--- config.mk ---
export PLATFORM = sky130hd
export DESIGN_NAME = bus_pkt_tx
export DESIGN_NICKNAME = d
export VERILOG_FILES = /design/src/rtl/bus_pkt_pkg.sv /design/src/rtl/pay_buf.sv /design/src/rtl/ser_tx_core.sv /design/src/rtl/bus_pkt_tx.sv
export SDC_FILE = /design/constraint.sdc
export NUM_CORES = 1
export LEC_CHECK = 0
export ABC_AREA = 1
export CAP_MARGIN = 20
export CELL_PAD_IN_SITES_DETAIL_PLACEMENT = 1
export CELL_PAD_IN_SITES_GLOBAL_PLACEMENT = 1
export CORE_ASPECT_RATIO = 1.75
export CORE_MARGIN = 2
export CORE_UTILIZATION = 35
export CTS_CLUSTER_SIZE = 24
export DETAILED_ROUTE_END_ITERATION = 10
export MAX_ROUTING_LAYER = met4
export PLACE_DENSITY = 0.61
export RECOVER_POWER = 50
export SKIP_LAST_GASP = 1
export SLEW_MARGIN = 20
export SYNTH_ARGS = -nofsm -noshare
export SYNTH_HDL_FRONTEND = slang
export SYNTH_SLANG_ARGS = --single-unit
--- constraint.sdc ---
create_clock -name clk -period 7.7 [get_ports clk]
set_input_delay 1.54 -clock clk [delete_from_list [all_inputs] [get_ports clk]]
set_output_delay 1.54 -clock clk [all_outputs]
set_load 0.02 [all_outputs]
--- src/rtl/bus_pkt_pkg.sv ---
package bus_pkt_pkg;
  typedef enum logic [1:0] {
    PH_IDLE  = 2'd0,
    PH_LEAD  = 2'd1,
    PH_SEND  = 2'd2,
    PH_TRAIL = 2'd3
  } phase_t;

  localparam logic [7:0] SYNC_BYTE = 8'hAA;
  localparam int unsigned FIXED_BYTES = 5;
endpackage

--- src/rtl/pay_buf.sv ---
module pay_buf #(
  parameter int DEPTH = 16,
  parameter int AW    = 4
) (
  input  logic          clk,
  input  logic          we,
  input  logic [AW-1:0] waddr,
  input  logic [7:0]    wdata,
  input  logic [AW-1:0] raddr,
  output logic [7:0]    rdata
);
  logic [7:0] mem [0:DEPTH-1];

  always_ff @(posedge clk) begin
    if (we) mem[waddr] <= wdata;
    rdata <= mem[raddr];
  end
endmodule

--- src/rtl/ser_tx_core.sv ---
module ser_tx_core #(
  parameter int BIT_CYC = 16
) (
  input  logic       clk,
  input  logic       rst,
  input  logic       start,
  input  logic [7:0] data,
  output logic       txd,
  output logic       fin
);
  localparam int CW = (BIT_CYC > 2) ? $clog2(BIT_CYC) : 1;

  logic [CW-1:0] bcnt;
  logic [3:0]    nbit;
  logic [8:0]    sh;
  logic          act;
  logic          tick;

  assign tick = act && (bcnt == CW'(BIT_CYC - 1));
  assign fin  = tick && (nbit == 4'd9);

  always_ff @(posedge clk) begin
    if (rst) begin
      act  <= 1'b0;
      txd  <= 1'b1;
      bcnt <= '0;
      nbit <= '0;
      sh   <= '1;
    end else if (start && (!act || fin)) begin
      act  <= 1'b1;
      txd  <= 1'b0;
      sh   <= {1'b1, data};
      bcnt <= '0;
      nbit <= '0;
    end else if (act) begin
      if (tick) begin
        bcnt <= '0;
        if (nbit == 4'd9) begin
          act <= 1'b0;
          txd <= 1'b1;
        end else begin
          txd  <= sh[0];
          sh   <= {1'b1, sh[8:1]};
          nbit <= nbit + 4'd1;
        end
      end else begin
        bcnt <= bcnt + CW'(1);
      end
    end
  end
endmodule

--- src/rtl/bus_pkt_tx.sv ---
module bus_pkt_tx
  import bus_pkt_pkg::*;
#(
  parameter int CLK_HZ   = 50_000_000,
  parameter int BAUD     = 115_200,
  parameter int GUARD_US = 1000,
  parameter int MAX_PAY  = 16,
  parameter int LW       = $clog2(MAX_PAY + 1),
  parameter int AW       = $clog2(MAX_PAY)
) (
  input  logic          clk,
  input  logic          rst,
  input  logic          req,
  input  logic [7:0]    req_addr,
  input  logic [7:0]    req_cmd,
  input  logic [LW-1:0] req_len,
  input  logic          buf_we,
  input  logic [AW-1:0] buf_idx,
  input  logic [7:0]    buf_data,
  output logic          txd,
  output logic          de,
  output logic          busy,
  output logic          done
);
  localparam int BIT_CYC   = CLK_HZ / BAUD;
  localparam longint GPROD = longint'(CLK_HZ) * longint'(GUARD_US);
  localparam int GUARD_CYC = int'(GPROD / 64'd1_000_000);
  localparam int GW        = $clog2(GUARD_CYC + 1);
  localparam int IW        = $clog2(MAX_PAY + FIXED_BYTES + 1);

  phase_t        phase;
  logic [GW-1:0] gcnt;
  logic [IW-1:0] idx;
  logic [IW-1:0] total;
  logic [7:0]    addr_q;
  logic [7:0]    cmd_q;
  logic [7:0]    sum_q;
  logic [LW-1:0] plen;
  logic [7:0]    pay_rd;
  logic [AW-1:0] rd_idx;
  logic [7:0]    cur_byte;
  logic          start;
  logic          fin;
  logic          guard_end;

  assign plen      = (req_len > LW'(MAX_PAY)) ? LW'(MAX_PAY) : req_len;
  assign rd_idx    = AW'(idx - IW'(4));
  assign guard_end = (gcnt == GW'(GUARD_CYC - 1));

  pay_buf #(.DEPTH(MAX_PAY), .AW(AW)) u_buf (
    .clk   (clk),
    .we    (buf_we),
    .waddr (buf_idx),
    .wdata (buf_data),
    .raddr (rd_idx),
    .rdata (pay_rd)
  );

  always_comb begin
    if (idx == total - IW'(1)) begin
      cur_byte = sum_q;
    end else begin
      case (idx)
        IW'(0):  cur_byte = SYNC_BYTE;
        IW'(1):  cur_byte = 8'(total);
        IW'(2):  cur_byte = addr_q;
        IW'(3):  cur_byte = cmd_q;
        default: cur_byte = pay_rd;
      endcase
    end
  end

  assign start = ((phase == PH_LEAD) && guard_end) ||
                 ((phase == PH_SEND) && fin && (idx != total));

  ser_tx_core #(.BIT_CYC(BIT_CYC)) u_ser (
    .clk   (clk),
    .rst   (rst),
    .start (start),
    .data  (cur_byte),
    .txd   (txd),
    .fin   (fin)
  );

  always_ff @(posedge clk) begin
    if (rst) begin
      phase  <= PH_IDLE;
      gcnt   <= '0;
      idx    <= '0;
      total  <= '0;
      addr_q <= '0;
      cmd_q  <= '0;
      sum_q  <= '0;
      de     <= 1'b0;
      busy   <= 1'b0;
      done   <= 1'b0;
    end else begin
      done <= 1'b0;
      if (start) begin
        idx <= idx + IW'(1);
        if (idx != '0) sum_q <= sum_q + cur_byte;
      end
      case (phase)
        PH_IDLE: begin
          if (req) begin
            phase  <= PH_LEAD;
            de     <= 1'b1;
            busy   <= 1'b1;
            gcnt   <= '0;
            idx    <= '0;
            sum_q  <= '0;
            addr_q <= req_addr;
            cmd_q  <= req_cmd;
            total  <= IW'(plen) + IW'(FIXED_BYTES);
          end
        end
        PH_LEAD: begin
          if (guard_end) phase <= PH_SEND;
          else           gcnt  <= gcnt + GW'(1);
        end
        PH_SEND: begin
          if (fin && (idx == total)) begin
            phase <= PH_TRAIL;
            gcnt  <= '0;
          end
        end
        PH_TRAIL: begin
          if (guard_end) begin
            phase <= PH_IDLE;
            de    <= 1'b0;
            busy  <= 1'b0;
            done  <= 1'b1;
          end else begin
            gcnt <= gcnt + GW'(1);
          end
        end
        default: phase <= PH_IDLE;
      endcase
    end
  end
endmodule

Word-level counts from Yosys, hierarchy flattened
Memories as Yosys holds them, arrays and structs flattened. A register that Yosys moved wholly into a read port is not among the register bits.
Index checks and enable logic that the tools add are counted.
- shifts and indexed selects: 0
- equal/unequal tests: 18
- multipliers: 0
- order comparisons: 1
- bitwise logic cells: 2
- reduce and logical (&&, ||, !) cells: 26
- div/mod/pow operators: 0
- multiplexer cells: 38
- add/sub/neg operators: 8
- operator list (kind ; number):
    $mux 8 ; 9
    $mux 16 ; 3
    $pmux 16 s3 ; 1
    $pmux 8 s4 ; 1
    $mux 5 ; 4
    $add 16x1->16 const B ; 1
    $eq 16x16->1 const B ; 1
    $mux 1 ; 13
    $reduce_and 3->1 ; 4
    $eq 5x2->1 const B ; 2
    $eq 5x5->1 ; 2
    $ne 2x2->1 const B ; 5
    $add 9x1->9 const B ; 1
    $eq 9x9->1 const B ; 1
    $mux 9 ; 1
    $add 8x8->8 ; 1
    $mux 2 ; 4
    $pmux 2 s4 ; 1
    $logic_and 1x1->1 ; 7
    $reduce_bool 2->1 ; 3
    $reduce_or 2->1 ; 3
    $add 5x1->5 const B ; 1
    $add 5x3->5 const B ; 1
    $eq 5x1->1 const B ; 1
    18 further kinds ; 22
- memories: 1
- input port bits: 37
- bits in read-only memories: 0
- output and inout bits: 4
- word-level logic and storage cells: 108
- register bits: 77
- RAM bits: 128
- latch bits: 0
- memory list (name ; depth ; bits a word ; read ports ; clocked after memory_dff ; wr ports ; line ; RTL):
    u_buf.mem ; 16 ; 8 ; 1 ; 1 ; 1 ; pay_buf.sv:12 ; logic [7:0] mem [0:DEPTH-1];

Longest topological paths before layout
Gate-level depths: netlist of the first run.
- depth after elaboration: 9
- mapped depth: 23
- gate-level depth less buffers: 23

Modules after synthesis
Synthesis of the first run repeated with hierarchy kept, for this count alone.
- cell total of the unflattened synthesis: 1235
- area, all modules: 10563.9 um^2
- modules (own cells, without submodules) (module ; sequential area each (um^2) ; cells an instance ; area each (um^2) ; instances):
    pay_buf ; 4003.8 ; 551 ; 5766.8 ; 1
    bus_pkt_tx ; 1081.0 ; 507 ; 3524.6 ; 1
    ser_tx_core ; 460.4 ; 177 ; 1272.5 ; 1

Worst setup path before layout of the first run
OpenSTA, ideal clock, no wires.
- kind: reg2reg
- from: register idx[0]
- to: register sum_q[6]
- library setup time: 70 ps
- setup slack: 4512 ps
- cell stages (with the launch flop): 18
- arrival time: 3118 ps
- path buffers: 2
- cell sequence: dfxtp_1 -> inv_2 -> clkbuf_1 -> clkbuf_1 -> ha_1 -> o21ai_1 -> nand3_1 -> a31oi_2 -> ha_1 -> inv_1 -> fa_1 -> o21ai_0 -> nand2_1 -> nand2_1 -> a21oi_1 -> xnor2_1 -> nand2_2 -> a21oi_1
- longest elaborated chain between the ends: 8
- elaborated cells on any way between the ends: 16
- RTL lines (element ; line ; RTL):
    start: declaration ; bus_pkt_tx.sv:33 ; logic [IW-1:0] idx;
    start signal: assignment ; bus_pkt_tx.sv:100 ; idx <= idx + IW'(1);
    $eq 5x2->1, or another cell as far along ; bus_pkt_tx.sv:63 ; case (idx)
    $pmux 8 s4 ; bus_pkt_tx.sv:63 ;
    $mux 8 ; bus_pkt_tx.sv:60 ; if (idx == total - IW'(1)) begin
    $add 8x8->8 ; bus_pkt_tx.sv:101 ; if (idx != '0) sum_q <= sum_q + cur_byte;
    $mux 8 ; bus_pkt_tx.sv:101 ;
    $mux 8 * ; bus_pkt_tx.sv:99 ; if (start) begin
    $mux 8 ; bus_pkt_tx.sv:105 ; if (req) begin
    $mux 8 * ; bus_pkt_tx.sv:103 ; case (phase)
    end signal: assignment ; bus_pkt_tx.sv:101 ;
    end: declaration ; bus_pkt_tx.sv:37 ; logic [7:0] sum_q;
Mark *: on every way between the ends. The rest lies on a longest branch, timed or not.
A chain may end at the register's enable or synchronous reset.

Final worst setup path of the first run
- from: register idx[2]
- to: register sum_q[6]
The elaborated chain is that of the path after synthesis.

==> flow_summary_export.csv, run 1 <==
group,metric,value,unit
run,max_cap_violations,1,
power_and_ir_drop,p_int,0.00194,W
clock_tree,cts_setup_buffers,0,
routing,drtIter0Drc,308,
timing,slew_headroom,-4.84,%
clock_tree,worstSkewPairLatency,0.53,ns
setup_path,crit_slowest_cell,"clkbuf_1",
global_routing,grt_max_degree,69,
synth,synthArstFlopShare,0,%
setup_path,worst-r2r-cell-count,18,
layout,finalCoreUtilization,40.5,%
routing,viasPerCell,5.06,
clock_tree,clockBufferDepth,3,
setup_path,endpoint_kind,"register",
hold_path,hold_depth,2,
timing,worst_pin_slew,1.57,ns
power_and_ir_drop,switching_power,0.000723,W
timing,fin_setup_tns,0,ns
timing,setup_viol,0,
power_and_ir_drop,clkPwrFrac,39.4,%
timing,fmax,217,MHz
synth,synth_area,9980,sq um
layout,postLayoutCellArea,11300,sq um
setup_path,arrival,5.08,ns
timing,hold_viol,0,
die,die_area,29900,sq um
hold_path,hold_path.startpoint,"cmd_q[4]$_SDFFE_PP0P_",
global_routing,overflow,0,
layout,nets,1149,
die,die_w,132,um
timing,fin_crit_sh,59.9,%
synth,synth_nets,1120,
clock_tree,clk_pin_slew,0.07,ns
synth,synthCells,1058,
outcome,outcome,"finished with violations",
synth,ys_types,51,
layout,final_cells,1476,
setup_path,cpPeakStageDelay,1.12,ns
die,die_h,227,um
routing,first_pass_iters,4,
placement,dp.cells,1436,
layout,final_common_cell,"nor2_1",
setup_path,crit_fanout,28,
hold_path,hold_end,"cmd_q[4]$_SDFFE_PP0P_",
global_routing,grt_pass1_wl,44100,um
synth,synth_top_area_share,38.5,%
layout,drive_above_1_share,8.25,%
routing,via_count,7466,
clock_tree,tritoncts,"done",
power_and_ir_drop,irDropWorstVdd,0.184,mV
global_routing,grt_usage,19.3,%
setup_path,cp-start-kind,"register",
setup_path,r2r_setup_slack,3.08,ns
clock_tree,cts_resized,0,
routing,ant_nets,0,
synth,ys_seq_elements,213,
layout,area_growth_syn_to_layout,13.6,%
synth,yosysTopAreaCell,"edfxtp_1",
power_and_ir_drop,seq_power_share,48.5,%
power_and_ir_drop,p_comb_share,12.0,%
global_routing,antenna_found_initial,0,
synth,synth_edf_count,128,
clock_tree,htreeDepth,1,
power_and_ir_drop,p_per_area,235,nW/um^2
clock_tree,cts.sinks,213,
hold_path,hold_path_class,"register to register",
die,num_io_pins,41,
layout,antenna_cells,0,
setup_path,worstPathRequired,8.16,ns
die,row_count,81,
synth,yosysSeqAreaShare,55.5,%
global_routing,first_global_vias,8098,
setup_path,r2r-start,"idx[2]$_SDFF_PP0_",
clock_tree,hold_buffers,0,
timing,finalHoldWorstSlack,0.466,ns
synth,yosys-top-cells-area,"edfxtp_1 38%, dfxtp_1 17%, nor2_1 6.1%",
power_and_ir_drop,switching_share,27.1,%
setup_path,critical_path.cell_chain,"clkbuf_1 > inv_4 > ha_1 > inv_1 > nor2_1 > o21ai_0 > nand3_1 > a31oi_2 > ha_1 > inv_1 > fa_1 > o21ai_0 > nand2_1 > nand2_1 > a21oi_1 > xnor2_1 > nand2_2 > a21oi_1",
routing,wire_per_inst,18.3,um
placement,portBuffers,40,
routing,drc,0,
placement,dp_hpwl,19600,um
die,start_util,35.7,%
setup_path,r2r_end,"sum_q[6]$_SDFF_PP0_",
die,core,28000,sq um
setup_path,crit_type,"register to register",
placement,globalplace.congestion,0.812,
timing,rsz0062_at_grt,"no",
synth,ys_warn_count,0,
timing,drv_slew,29,
power_and_ir_drop,power_leakage,4.08,nW
synth,synth_ff_type,"edfxtp_1",
clock_tree,cts_root_buffer,"clkbuf_16",
outcome,violations,"capacitance limit, slew limit",
timing,finalClockSkew,0.0255,ns
timing,period_minus_slack,4.62,ns
placement,placed_area,10700,sq um
layout,final_cell_mix,"164 x nor2_1, 160 x nand2_1, 128 x edfxtp_1",
clock_tree,numCtsBuffers,22,
routing,drt_wl_total,27000,um
synth,avgSynthCellArea,9.44,sq um
==> worst max-delay path: cells and delay by family, from the launching register on <==
kind | cells | cell delay (ns)
AOI/OAI and AO/OA | 5 | 1.11
xor gates and xnor gates | 1 | 0.18
and+or+nand+nor | 5 | 0.55
buffers and inverters | 4 | 1.50
DFF | 1 | 0.31
adders and majority gates | 3 | 0.91
==> metrics by stage <==
step,worst slack [ns],power (W)
3_3_place_gp,3.99,0.00165
3_5_place_dp,3.93,0.00166
6_report,3.08,0.00267
5_1_grt,2.50,0.00279
2_1_floorplan,4.51,0.00154
4_1_cts,3.94,0.00272
==> cells by family (layout without fill, tap and decap cells) <==
kind of cell             Yosys count  in the layout  share of synthesized area, %
adder cells (fa/ha/maj)           25             25                          3.21
buffers and inverters            132            177                          5.58
flip-flops                       213            213                          55.5
AND/OR/NAND/NOR                  451            451                          20.8
XOR/XNOR                          20             20                          1.75
AO/OA/AOI/OAI                    217            217                          13.2
==> cells in the mapped netlist (5+ instances only) <==
cell type,instances
a21oi_1,41
clkbuf_1,30
dfxtp_1,85
edfxtp_1,128
ha_1,24
inv_1,79
inv_2,8
nand2_1,157
nand2_2,6
nand2_4,5
nand3_1,57
nand4_1,15
nor2_1,162
nor2_2,8
nor2_4,7
nor3_1,12
nor3_2,5
o211ai_1,11
o21ai_0,103
o221ai_1,23
o22ai_1,16
xnor2_1,5
xor2_1,15
==> routing by layer <==
layer,up-vias,global-route usage (%),routed length (um)
li1,3714,-,-
met1,3603,19.2,10200
met2,100,38.5,15400
met3,49,2.05,613
met4,0,6.73,777
met5,-,-,0
==> flip-flops by register name, indices dropped and copies added (netlist names) <==
register	count
busy	1
total	5
cmd_q	8
u_ser.bcnt	9
addr_q	8
phase	2
u_ser.nbit	4
u_ser.sh	8
u_ser.txd	1
u_buf.rdata	8
gcnt	16
sum_q	8
idx	5
u_buf.mem	128
done	1
u_ser.act	1
==> power groups by stage <==
stage	Sequential, W	Clock, W	Combinational [W]
4_1_cts	0.00129	0.00108	0.000341
3_5_place_dp	0.00132	0	0.000341
5_1_grt	0.00130	0.00112	0.000367
2_1_floorplan	0.00131	0	0.000225
3_3_place_gp	0.00132	0	0.000335
6_report	0.00129	0.00105	0.000321
==> how the worst max path moves through the flow <==
| stage | startpoint | endpoint | depth (start not counted) |
|---|---|---|---|
| detailed placement | idx[0]$_SDFF_PP0_ | sum_q[6]$_SDFF_PP0_ | 19 |
| global route | idx[2]$_SDFF_PP0_ | sum_q[6]$_SDFF_PP0_ | 18 |
| floorplan | idx[0]$_SDFF_PP0_ | sum_q[6]$_SDFF_PP0_ | 17 |
| global placement | idx[0]$_SDFF_PP0_ | sum_q[6]$_SDFF_PP0_ | 19 |
| CTS | idx[0]$_SDFF_PP0_ | sum_q[6]$_SDFF_PP0_ | 19 |
| finish | idx[2]$_SDFF_PP0_ | sum_q[6]$_SDFF_PP0_ | 18 |
==> cell type report <==
| cell class | count | area (sq um) |
|---|---|---|
| sequential | 213 | 5550 |
| inverter | 91 | 348 |
| timing repair buffer | 46 | 438 |
| clock inverter | 12 | 110 |
| fill | 3242 | 16600 |
| multi-input combinational | 713 | 3840 |
| clock buffer | 28 | 593 |
| tap | 373 | 467 |
Power figures use the tool's default switching activity.
==> inputs of run 2 (changes only) <==
Settings changed: PLACE_DENSITY 0.61 to 0.63.
Clock period 7.7 ns to 4.13 ns, I/O delays scaled along.
==> run 2 against run 1 <==
Net effect: the run still ends with capacitance limit, slew limit left; die area did not move; utilization grew 0.51 points; clock skew is 0.010 ns lower; routed wire length up 0.40%; critical path depth is 12 lower; hold slack got worse by 0.0036 ns; first-iteration DRC count is 9.7% higher; maximum frequency grew 32%; critical path type unchanged; largest cell class unchanged.
==> flow_summary_export.csv, run 2 (synthesis gave the netlist of run 1 again) <==
group,metric,value,unit
outcome,outcome,"finished with violations",
outcome,violations,"capacitance limit, slew limit",
layout,final_cell_mix,"165 x nor2_1, 158 x nand2_1, 128 x edfxtp_1",
routing,viasPerCell,5.08,
timing,setup_viol,0,
global_routing,grt_pass1_wl,44000,um
setup_path,crit_family,"buffers and inverters",
global_routing,antenna_found_initial,0,
setup_path,arrival,3.92,ns
layout,final_cells,1480,
power_and_ir_drop,total_power,0.00520,W
die,core,28000,sq um
die,die_area,29900,sq um
die,die_w,132,um
placement,dpl_worst_slack,0.679,ns
layout,nets,1153,
timing,drv_slew,66,
clock_tree,tritoncts,"done",
layout,largest_register,"u_buf.mem",
setup_path,cp-start-kind,"register",
die,start_util,35.7,%
timing,fin_ws,0.644,ns
power_and_ir_drop,power_leakage,4.15,nW
timing,fin_setup_tns,0,ns
hold_path,hold_path_class,"register to register",
timing,rsz0062_at_grt,"no",
die,num_io_pins,41,
routing,via_count,7520,
hold_path,hold_path.startpoint,"addr_q[0]$_SDFFE_PP0P_",
setup_path,crit_buf_inv,2,
power_and_ir_drop,p_per_area,453,nW/um^2
clock_tree,cts_setup_buffers,0,
routing,drt_wl_total,27100,um
setup_path,crit_slowest_cell,"clkbuf_1",
clock_tree,clockBufferDepth,3,
layout,top_regs,"u_buf.mem (128), gcnt (16), u_ser.bcnt (9)",
setup_path,crit_fanout,65,
clock_tree,hold_buffers,0,
setup_path,endpoint_kind,"register",
clock_tree,cts_root_buffer,"clkbuf_16",
clock_tree,htreeDepth,1,
global_routing,overflow,0,
routing,drtIter0Drc,338,
routing,wire_per_inst,18.3,um
setup_path,r2r-start,"idx[0]$_SDFF_PP0_",
global_routing,grt_usage,19.2,%
timing,period_minus_slack,3.49,ns
placement,dp_hpwl,19400,um
layout,area_growth_syn_to_layout,15.0,%
timing,fin_crit_sh,84.4,%
layout,final_common_cell,"nor2_1",
clock_tree,worstSkewPairLatency,0.51,ns
clock_tree,cts.sinks,213,
run,max_cap_violations,1,
clock_tree,clk_pin_slew,0.06,ns
die,row_count,81,
layout,drive_above_1_share,9.12,%
clock_tree,cts_resized,0,
routing,drc,0,
layout,antenna_cells,0,
layout,postLayoutCellArea,11500,sq um
placement,globalplace.congestion,0.816,
timing,hold_viol,0,
placement,portBuffers,40,
timing,finalClockSkew,0.0150,ns
placement,dp.cells,1440,
setup_path,critical_path.cell_chain,"inv_1 > clkbuf_1 > o21ai_0 > o221ai_1 > nand3_1 > nand2_1",
setup_path,worstPathRequired,4.57,ns
timing,slew_headroom,-83.1,%
setup_path,crit_type,"register to register",
timing,fmax,287,MHz
setup_path,cpPeakStageDelay,1.97,ns
layout,largest_reg_flops,128,
global_routing,first_global_vias,8101,
placement,placed_area,10700,sq um
timing,worst_pin_slew,2.75,ns
setup_path,crit_start,"idx[0]$_SDFF_PP0_",
routing,ant_nets,0,
die,die_h,227,um
routing,first_pass_iters,4,
clock_tree,numCtsBuffers,22,
power_and_ir_drop,irDropWorstVdd,0.337,mV
global_routing,grt_max_degree,66,
[run 2: final cells by class]
type / instances / area [sq um]
multi-input cells: 713 / 3860
inverters: 91 / 348
flip-flops and latches: 213 / 5550
clock buffers: 29 / 628
repair buffers: 50 / 468
fillers: 3238 / 16500
clock inverters: 11 / 164
well taps: 373 / 467
[run 2: path summary, 6_finish.rpt]
check | to | depth (start not counted) | slack [ns]
worst max register to register | u_buf.rdata[5]$_DFF_P_ | 6 | 0.64
worst max-delay path | u_buf.rdata[5]$_DFF_P_ | 6 | 0.64
worst min-delay path | addr_q[0]$_SDFFE_PP0P_ | 2 | 0.46
worst min register to register | addr_q[0]$_SDFFE_PP0P_ | 2 | 0.46
[run 2: power breakdown]
group          switching [W]  total (W)  internal [W]  leakage [nW]
Combinational       0.000436   0.000625      0.000188          1.92
Sequential         0.0000548    0.00241       0.00236          1.85
Clock               0.000841    0.00216       0.00132         0.375
[run 2: routing by layer]
| metal | up-vias | GRT usage (%) | wire length, um |
|---|---|---|---|
| met5 | - | - | 0 |
| met4 | 0 | 6.21 | 743 |
| met2 | 100 | 38.7 | 15500 |
| met1 | 3669 | 19.0 | 10200 |
| li1 | 3708 | - | - |
| met3 | 43 | 2.20 | 660 |
[run 2: tightest hold or removal path: stages (launching register included)]
cell and delay, ns:
dfxtp_1 0.30, inv_1 0.06, a21oi_1 0.06
[run 2: per-stage QoR]
stage	util (%)	hold slack, ns
floorplan	-	0.425
global placement	38.3	0.446
detailed placement	38.3	0.458
CTS	41.2	0.467
global route	41.0	0.498
finish	41.0	0.463
==> inputs of run 3 (changes only) <==
Settings changed: PLACE_DENSITY 0.63 to 0.61.
Clock period 4.13 ns to 3.6 ns, I/O delays scaled along.
==> run 3 against run 2 <==
Net effect: sequential power increased by 15%; register-to-register slack got worse by 0.26 ns; highest routed layer unchanged; global-route usage decreased by 0.15 points; hold slack gained 0.012 ns; combinational power increased by 18%; total power grew 11%; final cell count rose by 0.88%; sequential share of layout area fell by 0.15 points; flip-flop and latch count is the same; utilization increased by 0.13 points; non-clock buffer count up 14; the run now ends clean.
==> flow_summary_export.csv, run 3 (synthesis gave the netlist of run 1 again) <==
group,metric,value,unit
global_routing,grt_pass1_wl,43600,um
setup_path,r2r_setup_slack,0.38,ns
outcome,outcome,"complete, no violations",
timing,setup_viol,0,
power_and_ir_drop,switching_share,26.6,%
power_and_ir_drop,irDropWorstVdd,0.458,mV
clock_tree,cts_root_buffer,"clkbuf_16",
global_routing,grt_max_degree,66,
setup_path,crit_fanout,12,
layout,drive_above_1_share,10.1,%
die,die_h,227,um
placement,portBuffers,40,
layout,top_regs,"u_buf.mem (128), gcnt (16), u_ser.bcnt (9)",
routing,ant_nets,0,
routing,first_pass_iters,5,
placement,dp.cells,1454,
global_routing,overflow,0,
layout,finalCoreUtilization,41.2,%
timing,fin_crit_sh,89.3,%
clock_tree,numCtsBuffers,22,
timing,finalClockSkew,0.0112,ns
power_and_ir_drop,clkPwrFrac,39.4,%
placement,dp_hpwl,19800,um
layout,antenna_cells,0,
die,die_w,132,um
placement,globalplace.congestion,0.806,
routing,wire_per_inst,18.4,um
layout,area_growth_syn_to_layout,15.4,%
die,die_area,29900,sq um
timing,drv_slew,0,
die,row_count,81,
routing,viasPerCell,5.07,
timing,slew_headroom,39.1,%
timing,period_minus_slack,3.22,ns
die,core,28000,sq um
setup_path,crit_type,"register to register",
clock_tree,clk_pin_slew,0.07,ns
layout,fillers,3224,
power_and_ir_drop,total_power,0.00577,W
timing,fin_ws,0.385,ns
clock_tree,cts.sinks,213,
layout,largest_register,"u_buf.mem",
global_routing,grt_usage,19.1,%
power_and_ir_drop,p_int,0.00424,W
timing,rsz0062_at_grt,"no",
clock_tree,htreeDepth,1,
setup_path,cp-start-kind,"register",
global_routing,first_global_vias,8076,
timing,worst_pin_slew,0.910,ns
timing,hold_viol,0,
clock_tree,cts_resized,0,
setup_path,endpoint_kind,"register",
layout,final_cells,1493,
clock_tree,clockBufferDepth,3,
layout,largest_reg_flops,128,
timing,fmax,311,MHz
routing,via_count,7568,
global_routing,antenna_found_initial,0,
clock_tree,hold_buffers,0,
layout,final_common_cell,"nor2_1",
power_and_ir_drop,power_leakage,4.16,nW
hold_path,hold_path.startpoint,"addr_q[0]$_SDFFE_PP0P_",
setup_path,r2r-start,"idx[2]$_SDFF_PP0_",
clock_tree,cts_setup_buffers,0,
run,max_cap_violations,0,
power_and_ir_drop,p_comb_share,12.7,%
setup_path,arrival,3.65,ns
setup_path,worstPathRequired,4.04,ns
routing,drtIter0Drc,297,
clock_tree,worstSkewPairLatency,0.51,ns
routing,drc,0,
routing,drt_wl_total,27500,um
hold_path,hold_path_class,"register to register",
layout,multi_input_area,3890,sq um
timing,fin_setup_tns,0,ns
power_and_ir_drop,switching_power,0.00154,W
placement,dpl_worst_slack,0.250,ns
power_and_ir_drop,p_per_area,501,nW/um^2
setup_path,crit_start,"idx[2]$_SDFF_PP0_",
power_and_ir_drop,seq_power_share,47.9,%
layout,final_cell_mix,"162 x nor2_1, 155 x nand2_1, 128 x edfxtp_1",
die,num_io_pins,41,
layout,nets,1167,
clock_tree,tritoncts,"done",
layout,seqCellArea,5550,sq um
die,start_util,35.7,%
==> run 3: cell count changes in the layout (fill, tap and decap cells not counted), moves of 2 or more <==
cell             before  now
clkinv_2              3    1
clkbuf_1              5   11
nor2_4                5    8
nand2_2               5    8
clkbuf_8              3    0
nor2_1              165  162
clkdlybuf4s50_1      29   31
clkinv_1              2    5
nand2_1             158  155
buf_4                 8   17
dlygate4sd3_1        11    9
bufinv_16             4    2
==> run 3: final timing paths <==
path | end | cells after the start
worst min-delay path | addr_q[0]$_SDFFE_PP0P_ | 2
worst max-delay path | sum_q[6]$_SDFF_PP0_ | 18
worst min register to register | addr_q[0]$_SDFFE_PP0P_ | 2
worst max register to register | sum_q[6]$_SDFF_PP0_ | 18
==> run 3: area by class of cell <==
class | count | area share (%)
Inverter | 91 | 3.02
Multi-Input combinational cell | 713 | 33.8
Clock buffer | 28 | 5.16
Sequential cell | 213 | 48.1
Clock inverter | 11 | 0.956
Timing Repair Buffer | 64 | 4.88
Tap cell | 373 | 4.05
==> run 3: critical path, cell delays in order (launching register included) <==
cell and delay [ns]:
dfxtp_1 0.34, inv_4 0.17, ha_1 0.18, inv_1 0.06, nor2_4 0.18, nand2_1 0.17
o22ai_1 0.20, nor2_1 0.09, a31oi_2 0.17, ha_1 0.23, inv_1 0.07, fa_1 0.41
o21ai_0 0.30, nand2_1 0.08, nand2_1 0.07, a21oi_1 0.07, xnor2_1 0.17, nand2_2 0.05
a21oi_1 0.11
==> run 3: power by group through the flow <==
stage	logic, W	clock network, W	registers (W)
floorplan	0.000481	0	0.00280
global placement	0.000734	0	0.00282
detailed placement	0.000750	0	0.00282
CTS	0.000753	0.00233	0.00277
global route	0.000834	0.00241	0.00278
finish	0.000735	0.00227	0.00277
==> run 3: metal layers <==
metal / GRT usage, % / routed length (um)
met1: 18.8 / 10300
met2: 38.5 / 15700
met3: 2.14 / 725
met4: 6.14 / 818
met5: - / 0
==> run 3: metrics by stage <==
stage	area, sq um	hold WS (ns)
6_report	11500	0.474
5_1_grt	11500	0.498
4_1_cts	11500	0.469
3_5_place_dp	10800	0.460
3_3_place_gp	10800	0.456
2_1_floorplan	9980	0.425
